**src/rtl/lca_pkg.sv**
```systemverilog
package lca_pkg;

    // Generate / propagate pair describing one bit or one span of bits
    typedef struct packed {
        logic g;
        logic p;
    } gp_t;

    // Two-input group operator: combine an upper span with the span just below it
    function automatic gp_t gp_merge(gp_t upper, gp_t lower);
        gp_t res;
        res.g = upper.g | (upper.p & lower.g);
        res.p = upper.p & lower.p;
        return res;
    endfunction

endpackage

```
**src/rtl/lca_gp_gen.sv**
```systemverilog
module lca_gp_gen
    import lca_pkg::*;
#(
    parameter int WIDTH = 32
) (
    input  logic [WIDTH-1:0] opa_i,
    input  logic [WIDTH-1:0] opb_i,
    input  logic             cin_i,
    output gp_t  [WIDTH-1:0] leaf_o,
    output logic [WIDTH-1:0] half_sum_o
);

    logic [WIDTH-1:0] gen_d;
    logic [WIDTH-1:0] prop_d;

    always_comb begin
        gen_d  = opa_i & opb_i;
        prop_d = opa_i ^ opb_i;
    end

    generate
        for (genvar i = 0; i < WIDTH; i++) begin : g_leaf
            if (i == 0) begin : g_bit0
                // carry-in folded into bit 0 as an extra generate source
                assign leaf_o[i].g = gen_d[i] | (prop_d[i] & cin_i);
                assign leaf_o[i].p = prop_d[i];
            end else begin : g_bitn
                assign leaf_o[i].g = gen_d[i];
                assign leaf_o[i].p = prop_d[i];
            end
        end
    endgenerate

    assign half_sum_o = prop_d;


    always_comb begin
        for (int i = 1; i < WIDTH; i++) begin
            if (opa_i[i] && opb_i[i]) begin
                leaf_gen_chk: assert (leaf_o[i].g && !half_sum_o[i]);
            end
        end
    end

endmodule

```
**src/rtl/lca_prefix_tree.sv**
```systemverilog
module lca_prefix_tree
    import lca_pkg::*;
#(
    parameter int WIDTH = 32
) (
    input  gp_t  [WIDTH-1:0] leaf_i,
    output logic [WIDTH-1:0] grp_g_o,
    output logic [WIDTH-1:0] grp_p_o
);

    localparam int LEVELS = $clog2(WIDTH);

    gp_t [WIDTH-1:0] stage_q [LEVELS+1];

    assign stage_q[0] = leaf_i;

    generate
        for (genvar lv = 0; lv < LEVELS; lv++) begin : g_level
            localparam int DIST = 1 << lv;
            for (genvar i = 0; i < WIDTH; i++) begin : g_node
                if (i >= DIST) begin : g_op
                    assign stage_q[lv+1][i] = gp_merge(stage_q[lv][i], stage_q[lv][i-DIST]);
                end else begin : g_pass
                    assign stage_q[lv+1][i] = stage_q[lv][i];
                end
            end
        end
        for (genvar i = 0; i < WIDTH; i++) begin : g_out
            assign grp_g_o[i] = stage_q[LEVELS][i].g;
            assign grp_p_o[i] = stage_q[LEVELS][i].p;
        end
    endgenerate

    // a span that passes everything through carries out what enters bit 0
    always_comb begin
        for (int i = 0; i < WIDTH; i++) begin
            if (grp_p_o[i]) begin
                span_prop_chk: assert (grp_g_o[i] == leaf_i[0].g);
            end
        end
    end

endmodule

```
**src/rtl/lca_sum.sv**
```systemverilog
module lca_sum #(
    parameter int WIDTH = 32
) (
    input  logic [WIDTH-1:0] half_sum_i,
    input  logic [WIDTH-1:0] grp_g_i,
    input  logic             cin_i,
    output logic [WIDTH-1:0] sum_o,
    output logic             cout_o
);

    logic [WIDTH-1:0] carry_in_d;

    always_comb begin
        carry_in_d = {grp_g_i[WIDTH-2:0], cin_i};
        sum_o      = half_sum_i ^ carry_in_d;
        cout_o     = grp_g_i[WIDTH-1];
    end

endmodule

```
**src/rtl/lca_adder.sv**
```systemverilog
module lca_adder
    import lca_pkg::*;
#(
    parameter int WIDTH = 32
) (
    input  logic [WIDTH-1:0] a,
    input  logic [WIDTH-1:0] b,
    input  logic             cin,
    output logic [WIDTH-1:0] sum,
    output logic             cout
);

    localparam int LEVELS = $clog2(WIDTH);

    generate
        if ((WIDTH < 2) || ((1 << LEVELS) != WIDTH)) begin : g_bad_width
            $error("lca_adder: WIDTH must be a power of two, at least 2");
        end
    endgenerate

    gp_t  [WIDTH-1:0] leaf_d;
    logic [WIDTH-1:0] half_sum_d;
    logic [WIDTH-1:0] grp_g_d;
    logic [WIDTH-1:0] grp_p_d;

    lca_gp_gen #(.WIDTH(WIDTH)) gp_gen_i (
        .opa_i      (a),
        .opb_i      (b),
        .cin_i      (cin),
        .leaf_o     (leaf_d),
        .half_sum_o (half_sum_d)
    );

    lca_prefix_tree #(.WIDTH(WIDTH)) tree_i (
        .leaf_i  (leaf_d),
        .grp_g_o (grp_g_d),
        .grp_p_o (grp_p_d)
    );

    lca_sum #(.WIDTH(WIDTH)) sum_i (
        .half_sum_i (half_sum_d),
        .grp_g_i    (grp_g_d),
        .cin_i      (cin),
        .sum_o      (sum),
        .cout_o     (cout)
    );

    // Arithmetic reference used only by the checks below
    logic [WIDTH:0] ref_d;
    assign ref_d = {1'b0, a} + {1'b0, b} + {{WIDTH{1'b0}}, cin};

    always_comb begin

        sum_ref_chk: assert (sum == ref_d[WIDTH-1:0]);

        cout_ref_chk: assert (cout == ref_d[WIDTH]);

        if (a[WIDTH-1] && b[WIDTH-1]) begin
            msb_gen_chk: assert (cout);
        end

        if (!a[WIDTH-1] && !b[WIDTH-1]) begin
            msb_del_chk: assert (!cout);
        end

        if ((a ^ b) == {WIDTH{1'b1}}) begin
            all_prop_chk: assert (cout == cin);
        end
    end

endmodule

```
**config.mk**
```make
export PLATFORM = sky130hd
export DESIGN_NAME = lca_adder
export DESIGN_NICKNAME = d
export VERILOG_FILES = /design/src/rtl/lca_pkg.sv /design/src/rtl/lca_gp_gen.sv /design/src/rtl/lca_prefix_tree.sv /design/src/rtl/lca_sum.sv /design/src/rtl/lca_adder.sv
export SDC_FILE = /design/constraint.sdc
export NUM_CORES = 1
export LEC_CHECK = 0
export BUFFER_PORTS_ARGS = -buffer_cell sky130_fd_sc_hd__buf_4
export CAP_MARGIN = 25
export CORE_MARGIN = 5
export CORE_UTILIZATION = 48
export DETAILED_ROUTE_END_ITERATION = 8
export GPL_TIMING_DRIVEN = 0
export PLACE_DENSITY_LB_ADDON = 0.1
export REMOVE_ABC_BUFFERS = 1
export SLEW_MARGIN = 10
export SYNTH_ARGS = -nofsm -noshare
export SYNTH_HDL_FRONTEND = slang
export SYNTH_SLANG_ARGS = --single-unit
```
**constraint.sdc**
```tcl
create_clock -name vclk -period 6.49
set_input_delay 1.947 -clock vclk [all_inputs]
set_output_delay 1.947 -clock vclk [all_outputs]
set_load 0.05 [all_outputs]
```
==> metrics.md <==
| Metric | Value |
|---|---|
| Crit-path cells | buf_4, fa_2, fa_2, a21o_1, a221oi_4, o211a_4, nor2_1, a311o_1, xor2_1, buf_4 |
| # hold bufs at CTS | 0 |
| Post-route cell area | around 2700 sq um |
| Die area | roughly 5400 sq um |
| Placer congestion estimate | around 0.85 |
| Reg area | 0 sq um |
| Least-Margin Pin Slew | 569 ps |
| Cell family with most CP delay | compound AO/OA/AOI/OAI gates |
| Hold WC Path Type | input pin to output pin |
| Startpoint Class | input pin |
| Seq Cell Count | 0 |
| CP max stage cell | fa_2 |
| HPWL Detailed | 5030 um |
| Total gr overflow | 0 |
| Max-slew violations | 0 |
| Fmax | 156 MHz |
| RSZ-0062 raised after global routing | false |
| Largest net degree at the start of global routing | 13 |
| Status | completed |
| DRC errors left | 0 |
| I/O Pins | 98 |
| Final Routed Wirelength | 5890 um |
| DRT iter0 DRCs | between 100 and 150 |
| Fin crit period | approximately 6400 ps |
| Seq/Total Area, Yosys | 0 |
| DR pass1 iterations | 4 |
| Initial antenna violation count | 0 |
| Routed length per placed instance | 14.4 um |
| Final setup vio count | 0 |
| Fillers | 374 |
| Vias in the first global route | 2,157 |
| Max Cap Viol | 0 |
| Worst vdd ir | 0.000105 V |
| Area Growth Syn to Fin | 40.8% |
| Share of cells above drive strength 1 | 0.337 |
| N_diodes | 0 |
| Synth Instances | around 270 |
| DP Area | 2700 sq um |
| Leakage power | 1.30 nW |
| CP max stage delay | 410 ps |
| Critical Path AT | about 4500 ps |
| Fin crit share | 0.986 |
| Slew margin rel. | 0.617 |
| Placed cell count | 405 |
| Initial core utilization | 0.489 |
| Crit. End Element | output pin |
| CP Class | input pin to output pin |
| YS warnings | 0 |
| Clk_buf instances | 0 |
| NumNets Final | 459 |
| Syn Std Cell Area | 1940 sq um |
| Avg Vias per Cell | 5.74 |
| Die width | around 74 um |
| Die Y | about 74 um |
| Core Rows | 23 |
| Via count | 2,348 |
| Most common cell after layout, fill and taps aside | buf_4 |
| Most frequent cells in the layout | buf_4, a21oi_1, ha_1, nand2_1, nor2_1 |
| Req. time, crit path | 4540 ps |
| Fin. Hold Viols | 0 |
| PortBufs | 98 |
| Worst Path Buf+Inv | 2 |
| Count of different cell masters after synthesis | 54 |
| Cell Count, Final, Fillers Out | 409 |
| Core area | 3970 sq um |
| PwrDens | 175 nW/um^2 |
| First-pass GRT wire length | 9270 um |
| Mean post-synth cell area | just over 7 sq um |
| CP max FO | 4 |
| Final ANT Viol Nets | 0 |
| Area of the multi-input gates | 1890 sq um |
| Setup TNS | 0 ps |
| GR Util All Layers | 0.203 |
layout make-up:
type | count | area share
Multi-Input combinational cell | 252 | 0.690
Timing Repair Buffer | 102 | 0.280
Tap cell | 50 | 0.0229
Inverter | 5 | 0.00686
final timing paths:
check | from | to | slack, ps | cells past startpoint
setup / recovery | a[0] | sum[16] | 90 | 10
hold / removal | cin | sum[0] | 4350 | 3
where the power goes:
| part | internal (W) | switching, W | leakage [nW] |
|---|---|---|---|
| Clock | 0 | 0 | 0 |
| Sequential | 0 | 0 | 0 |
| Combinational | 0.000169 | 0.000310 | 1.30 |
synthesized netlist by cell type, types with 6 or more instances:
cell type	n	area share
a21oi_1	33	0.085
xor2_1	12	0.054
xnor2_1	15	0.068
ha_1	31	0.20
o21ai_0	11	0.028
o21ai_1	6	0.015
nor2_1	22	0.042
nand2_1	29	0.056
a21o_1	10	0.039
nand4_1	8	0.026
per-layer routing:
| metal | global-route usage | share of wire |
|---|---|---|
| met5 | 0 | 0 |
| met4 | 0.0181 | 0.0063 |
| met3 | 0.0150 | 0.073 |
| met2 | 0.387 | 0.50 |
| met1 | 0.255 | 0.42 |
logic make-up (layout without fill, tap and decap cells):
| kind of cell | after synthesis | in the layout | synth area share |
|---|---|---|---|
| AOI/OAI and AO/OA | 109 | 109 | 0.415 |
| and+or+nand+nor | 80 | 80 | 0.195 |
| adders and majority gates | 33 | 33 | 0.220 |
| xor gates and xnor gates | 27 | 27 | 0.122 |
| buffers and inverters | 15 | 107 | 0.0322 |
| muxes | 3 | 3 | 0.0161 |
stage by stage:
stage          utilization  setup WS (ps)  total power, W  hold WS [ps]
2_1_floorplan            -           -484        0.000337          4240
3_3_place_gp         0.679          -15.5        0.000470          4310
3_5_place_dp         0.679          -48.3        0.000473          4320
4_1_cts              0.684           18.3        0.000477          4330
5_1_grt              0.689           10.4        0.000510          4360
6_report             0.689           93.4        0.000480          4350
what timing repair did:
| item | in CTS | in global routing |
|---|---|---|
| resized for setup | 1 | 2 |
| endpoints found under the hold margin | 0 | 0 |
| endpoints found under the setup margin | 5 | 5 |
| buffers inserted | 2 | 2 |
| pin swaps | 2 | 2 |
(Power assumes the default switching activity.)
